$ cat src/rtl/dct_pkg.sv
package dct_pkg;
  localparam logic [3:0] ADDR_STAT   = 4'h0;
  localparam logic [3:0] ADDR_CTRL   = 4'h1;
  localparam logic [3:0] ADDR_CH0    = 4'h2;
  localparam logic [3:0] ADDR_CNT_HI = 4'hE;
  localparam logic [3:0] ADDR_CNT_LO = 4'hF;

  typedef enum logic [1:0] {
    SRC_DIV2  = 2'd0,
    SRC_DIV16 = 2'd1,
    SRC_EXT   = 2'd2,
    SRC_OFF   = 2'd3
  } src_sel_e;
endpackage

$ cat src/rtl/dct_counter.sv
module dct_counter #(
  parameter int CNT_W = 10
) (
  input  logic                  clk,
  input  logic                  rst_n,
  input  logic                  tick_div2,
  input  logic                  tick_div16,
  input  logic                  tick_ext,
  input  dct_pkg::src_sel_e     sel,
  output logic [CNT_W-1:0]      count,
  output logic                  changed
);
  import dct_pkg::*;

  logic             step;
  logic [CNT_W-1:0] count_n;

  always_comb begin
    case (sel)
      SRC_DIV2:  step = tick_div2;
      SRC_DIV16: step = tick_div16;
      SRC_EXT:   step = tick_ext;
      default:   step = 1'b0;
    endcase
    count_n = step ? count + CNT_W'(1) : count;
  end

  always_ff @(posedge clk or negedge rst_n) begin
    if (!rst_n) begin
      count   <= '0;
      changed <= 1'b0;
    end else begin
      count   <= count_n;
      changed <= step;
    end
  end
endmodule

$ cat src/rtl/dct_channel.sv
module dct_channel #(
  parameter int CNT_W = 10
) (
  input  logic             clk,
  input  logic             rst_n,
  input  logic [CNT_W-1:0] count,
  input  logic             changed,
  input  logic [CNT_W-1:0] preload,
  output logic             match,
  output logic [CNT_W-1:0] cmp
);
  logic [CNT_W-1:0] cmp_n;

  always_comb begin
    match = changed && (count == cmp);
    cmp_n = match ? preload : cmp;
  end

  always_ff @(posedge clk or negedge rst_n) begin
    if (!rst_n) cmp <= '0;
    else        cmp <= cmp_n;
  end
endmodule

$ cat src/rtl/dct_regs.sv
module dct_regs #(
  parameter int CNT_W  = 10,
  parameter int NUM_CH = 2,
  parameter int AW     = 4,
  parameter int DW     = 8
) (
  input  logic                         clk,
  input  logic                         rst_n,
  input  logic [AW-1:0]                bus_addr,
  input  logic [DW-1:0]                bus_wdata,
  input  logic                         bus_wr,
  input  logic                         bus_rd,
  output logic [DW-1:0]                bus_rdata,
  input  logic [CNT_W-1:0]             count,
  input  logic [NUM_CH-1:0]            match,
  output dct_pkg::src_sel_e            sel,
  output logic [NUM_CH-1:0][CNT_W-1:0] preload,
  output logic [NUM_CH-1:0]            valid,
  output logic [NUM_CH-1:0]            flag,
  output logic                         gie,
  output logic                         irq
);
  import dct_pkg::*;

  localparam int HI_W   = CNT_W - DW;
  localparam int CTRL_W = 2 + NUM_CH;

  logic [CTRL_W-1:0]            ctrl, ctrl_n;
  logic                         gie_n;
  logic [NUM_CH-1:0]            flag_n, valid_n, ie;
  logic [NUM_CH-1:0][HI_W-1:0]  pre_hi, pre_hi_n;
  logic [NUM_CH-1:0][DW-1:0]    pre_lo, pre_lo_n;
  logic [HI_W-1:0]              hold, hold_n;
  logic                         wr_stat, wr_ctrl, rd_stat, rd_lo;

  always_comb begin
    wr_stat = bus_wr && (bus_addr == AW'(ADDR_STAT));
    wr_ctrl = bus_wr && (bus_addr == AW'(ADDR_CTRL));
    rd_stat = bus_rd && (bus_addr == AW'(ADDR_STAT));
    rd_lo   = bus_rd && (bus_addr == AW'(ADDR_CNT_LO));
    sel     = src_sel_e'(ctrl[1:0]);
    ie      = ctrl[2 +: NUM_CH];
    irq     = gie && |(flag & ie);
  end

  always_comb begin
    ctrl_n   = wr_ctrl ? bus_wdata[CTRL_W-1:0] : ctrl;
    gie_n    = wr_stat ? bus_wdata[0] : gie;
    hold_n   = rd_lo ? count[CNT_W-1:DW] : hold;
    pre_hi_n = pre_hi;
    pre_lo_n = pre_lo;
    for (int k = 0; k < NUM_CH; k++) begin
      flag_n[k]  = flag[k];
      valid_n[k] = valid[k];
      if (rd_stat)             flag_n[k]  = 1'b0;
      if (match[k] && valid[k]) flag_n[k] = 1'b1;
      if (match[k])            valid_n[k] = 1'b0;
      if (bus_wr && (bus_addr == AW'(ADDR_CH0) + AW'(2*k)))
        pre_hi_n[k] = bus_wdata[HI_W-1:0];
      if (bus_wr && (bus_addr == AW'(ADDR_CH0) + AW'(2*k+1))) begin
        pre_lo_n[k] = bus_wdata;
        valid_n[k]  = 1'b1;
      end
      preload[k] = {pre_hi[k], pre_lo[k]};
    end
  end

  always_comb begin
    bus_rdata = '0;
    if (bus_addr == AW'(ADDR_STAT)) begin
      bus_rdata[0]        = gie;
      bus_rdata[NUM_CH:1] = flag;
    end else if (bus_addr == AW'(ADDR_CNT_LO)) begin
      bus_rdata = count[DW-1:0];
    end else if (bus_addr == AW'(ADDR_CNT_HI)) begin
      bus_rdata[HI_W-1:0] = hold;
    end
  end

  always_ff @(posedge clk or negedge rst_n) begin
    if (!rst_n) begin
      ctrl   <= '0;
      gie    <= 1'b0;
      flag   <= '0;
      valid  <= '0;
      pre_hi <= '0;
      pre_lo <= '0;
      hold   <= '0;
    end else begin
      ctrl   <= ctrl_n;
      gie    <= gie_n;
      flag   <= flag_n;
      valid  <= valid_n;
      pre_hi <= pre_hi_n;
      pre_lo <= pre_lo_n;
      hold   <= hold_n;
    end
  end
endmodule

$ cat src/rtl/dual_cmp_timer.sv
module dual_cmp_timer #(
  parameter int CNT_W  = 10,
  parameter int NUM_CH = 2,
  parameter int AW     = 4,
  parameter int DW     = 8
) (
  input  logic              clk,
  input  logic              rst_n,
  input  logic              tick_div2,
  input  logic              tick_div16,
  input  logic              tick_ext,
  input  logic [AW-1:0]     bus_addr,
  input  logic [DW-1:0]     bus_wdata,
  input  logic              bus_wr,
  input  logic              bus_rd,
  output logic [DW-1:0]     bus_rdata,
  output logic              irq,
  output logic [NUM_CH-1:0] match_strobe
);
  import dct_pkg::*;

  src_sel_e                     sel;
  logic [CNT_W-1:0]             cnt;
  logic                         cnt_chg;
  logic [NUM_CH-1:0]            match;
  logic [NUM_CH-1:0][CNT_W-1:0] cmp_act;
  logic [NUM_CH-1:0][CNT_W-1:0] preload;
  logic [NUM_CH-1:0]            valid, flag;
  logic                         gie;

  dct_counter #(.CNT_W(CNT_W)) u_cnt (
    .clk(clk), .rst_n(rst_n),
    .tick_div2(tick_div2), .tick_div16(tick_div16), .tick_ext(tick_ext),
    .sel(sel), .count(cnt), .changed(cnt_chg)
  );

  for (genvar k = 0; k < NUM_CH; k++) begin : g_ch
    dct_channel #(.CNT_W(CNT_W)) u_ch (
      .clk(clk), .rst_n(rst_n), .count(cnt), .changed(cnt_chg),
      .preload(preload[k]), .match(match[k]), .cmp(cmp_act[k])
    );
  end

  dct_regs #(.CNT_W(CNT_W), .NUM_CH(NUM_CH), .AW(AW), .DW(DW)) u_regs (
    .clk(clk), .rst_n(rst_n),
    .bus_addr(bus_addr), .bus_wdata(bus_wdata), .bus_wr(bus_wr), .bus_rd(bus_rd),
    .bus_rdata(bus_rdata), .count(cnt), .match(match), .sel(sel),
    .preload(preload), .valid(valid), .flag(flag), .gie(gie), .irq(irq)
  );

  assign match_strobe = match;
endmodule

$ cat config.mk
export PLATFORM = sky130hd
export DESIGN_NAME = dual_cmp_timer
export DESIGN_NICKNAME = d
export VERILOG_FILES = /design/src/rtl/dct_pkg.sv /design/src/rtl/dct_counter.sv /design/src/rtl/dct_channel.sv /design/src/rtl/dct_regs.sv /design/src/rtl/dual_cmp_timer.sv
export SDC_FILE = /design/constraint.sdc
export NUM_CORES = 1
export LEC_CHECK = 0
export ABC_AREA = 1
export BUFFER_PORTS_ARGS = -buffer_cell sky130_fd_sc_hd__buf_2
export CAP_MARGIN = 20
export CORE_MARGIN = 2
export CORE_UTILIZATION = 35
export DETAILED_ROUTE_END_ITERATION = 6
export PLACE_DENSITY_LB_ADDON = 0.1
export SKIP_CTS_REPAIR_TIMING = 1
export SKIP_LAST_GASP = 1
export SYNTH_ARGS = -nofsm -noshare
export SYNTH_HDL_FRONTEND = slang
export SYNTH_SLANG_ARGS = --single-unit
$ cat constraint.sdc
create_clock -name clk -period 4.8 [get_ports clk]
set_input_delay 1.2 -clock clk [delete_from_list [all_inputs] [get_ports clk]]
set_output_delay 1.2 -clock clk [all_outputs]
set_load 0.02 [all_outputs]
==> qor.yml <==
initial_utilization_pct: 35.8
start_kind: "register"
ys_ff_latch: 62
grt_max_degree: 42
port_buffers: 29
placementRows: 35
cp_max_fo: 12
worstSetupPathType: "register to primary output"
die_width_um: 101
finalCriticalPeriod_ns: 3.64
cts_tree: "done"
fin_skew_ns: 0.00989
layout_common_cells: "nand2_1, dfrtp_1, inv_1"
grt_pass1_wl_um: 14700
dp_hpwl_um: 6450
ys_warn_count: 0
worst_pin_slew_ns: 0.933
finalHoldViolations: 0
antenna_cells: 0
syn-num-nets: 476
top_level_ports: 30
antenna_left: 0
total_power_mw: 2.33
antenna_found_initial: 0
crit_path_cell_trace: "inv_1 > nand2_1 > nand3_1 > nor2_1 > nand3_2 > inv_1 > buf_2"
max_freq_mhz: 275
cts_buffer_depth: 2
clockRootBuffer: "clkbuf_8"
cts_htree_levels: 3
cellLeakagePower_nw: 2.01
finalCritPeriodShare_pct: 75.9
grt_pass1_vias: 2796
cp_slowest_cell: "nor2_1"
cp.required_ns: 3.60
area_growth_pct: 12.9
max-cap-violations: 0
fin_tns_setup_ns: 0
setup_viol: 0
insertion_delay_ns: 0.35
drive_gt1_share_pct: 13.6
status: "finished with violations"
crit_path_frequent_cell: "inv_1"
wl_per_cell_um: 14.6
irDropWorstVdd_v: 0.000201
final_common_cell: "nand2_1"
hp-class: "register to register"
drc: 2
drtIter0Drc: 213
violations: "design-rule violations"
grtUsageTotal_pct: 19.2
slew_headroom_pct: 37.8
critical_path_arrival_ns: 2.44
routabilityCongestion: 0.933
power_density_mw_per_mm2: 628
synthesis.instances: 456
slowest_delay_ns: 0.60
dieArea_mm2: 0.0102
rsz0062_at_grt: "no"
via_per_inst: 4.80
routed_wl_um: 8770
synth.distinct_cells: 28
overflow: 0
first_pass_iters: 7
avgSynthCellArea_um2: 7.22
numCtsBuffers: 9
n_fill_cell: 996
drv_slew: 0
die_h_um: 101
yosysSeqAreaShare_pct: 47.1
synthesis.area_mm2: 0.00329
core-area_mm2: 0.00920
final_nets: 506
clkTransAtPathRegs_ns: 0.08
dr_total_vias: 2888
cts_sinks: 62
worstSetupEndpointType: "primary output"
kinds of logic after synthesis:
| family | Yosys count | share of synthesized area, % |
|---|---|---|
| and+or+nand+nor | 277 | 35.1 |
| buffers and inverters | 67 | 8.59 |
| DFF | 62 | 47.1 |
| AOI/OAI and AO/OA | 41 | 6.69 |
| xor gates and xnor gates | 8 | 2.13 |
| adders and majority gates | 1 | 0.380 |
stage by stage:
| stage | util [%] | hold slack, ns | area (um2) | cells | setup slack, ns |
|---|---|---|---|---|---|
| global route | 40.4 | 0.522 | 3720 | 602 | 0.931 |
| global placement | 38.2 | 0.467 | 3510 | 586 | 1.39 |
| finish | 40.4 | 0.490 | 3720 | 602 | 1.16 |
| floorplan | - | 0.443 | 3290 | 456 | 1.61 |
| CTS | 40.4 | 0.493 | 3720 | 602 | 1.15 |
| detailed placement | 38.2 | 0.474 | 3510 | 586 | 1.34 |
state kept, by name, summed over array words and instances, names as in the netlist:
signal,cells
g_ch.u_ch.cmp,20
u_cnt.changed,1
u_cnt.count,10
u_regs.ctrl,4
u_regs.flag,2
u_regs.gie,1
u_regs.hold,2
u_regs.preload,20
u_regs.valid,2
cell type report:
class	count	area (um2)	area share, %
Clock inverter	7	82.6	2.22
Multi-Input combinational cell	327	1460	39.2
Tap cell	111	139	3.74
Inverter	56	210	5.66
Sequential cell	62	1550	41.8
Clock buffer	9	124	3.33
Timing Repair Buffer	30	153	4.11
cells in the mapped netlist:
| master | instances | area, um2 |
|---|---|---|
| o21ai_1 | 2 | 10.0 |
| nor3_1 | 4 | 20.0 |
| a22oi_2 | 1 | 12.5 |
| nand3b_1 | 2 | 15.0 |
| nor2_4 | 2 | 22.5 |
| nand2_1 | 186 | 698 |
| a21oi_1 | 2 | 10.0 |
| xnor2_1 | 3 | 26.3 |
| inv_1 | 48 | 180 |
| o211ai_1 | 2 | 15.0 |
| o21ai_0 | 33 | 165 |
| nand3_1 | 37 | 185 |
| nor2_1 | 33 | 124 |
| nand2_2 | 3 | 18.8 |
| dfrtp_1 | 62 | 1550 |
| inv_2 | 8 | 30.0 |
| ha_1 | 1 | 12.5 |
| or2_2 | 1 | 6.26 |
| buf_6 | 2 | 22.5 |
| a21boi_0 | 1 | 7.51 |
| buf_2 | 3 | 15.0 |
| clkbuf_1 | 2 | 7.51 |
| buf_4 | 3 | 22.5 |
| nand4_1 | 3 | 18.8 |
| xor2_1 | 5 | 43.8 |
| nand3_2 | 2 | 20.0 |
| clkbuf_2 | 1 | 5.00 |
| nor2_2 | 4 | 25.0 |
worst paths after layout:
path                               startpoint                  end  cells past startpoint  slack [ns]
hold reg to reg            u_regs.preload[15]   u_regs.preload[15]                      2        0.49
max in group asynchronous               rst_n  g_ch[0].u_ch.cmp[0]                      2        2.96
setup reg to reg               u_cnt.count[0]      u_regs.valid[0]                      7        2.65
min in group asynchronous               rst_n       u_cnt.count[6]                      1        0.98
hold / removal             u_regs.preload[15]   u_regs.preload[15]                      2        0.49
setup / recovery               u_cnt.count[0]      match_strobe[0]                      7        1.16
layer usage:
| layer | track usage (%) | vias up | part of all wire [%] |
|---|---|---|---|
| met2 | 29.4 | 60 | 45 |
| met4 | 7.59 | 0 | 2.0 |
| met1 | 26.6 | 1334 | 49 |
| met5 | 0 | - | 0 |
| met3 | 4.30 | 12 | 3.5 |
| li1 | - | 1482 | - |
critical path: cells and delay by family (launching register included):
kind / cells / cell delay, ns
and+or+nand+nor: 4 / 1.15
DFF: 1 / 0.50
buffers and inverters: 3 / 0.44
power by group:
part / leakage, nW / internal, mW / switching, mW
clock: 0.0980 / 0.247 / 0.232
combinational: 1.11 / 0.317 / 0.610
sequential: 0.802 / 0.703 / 0.225
total: 2.01 / 1.27 / 1.07
(Power assumes the default switching activity.)
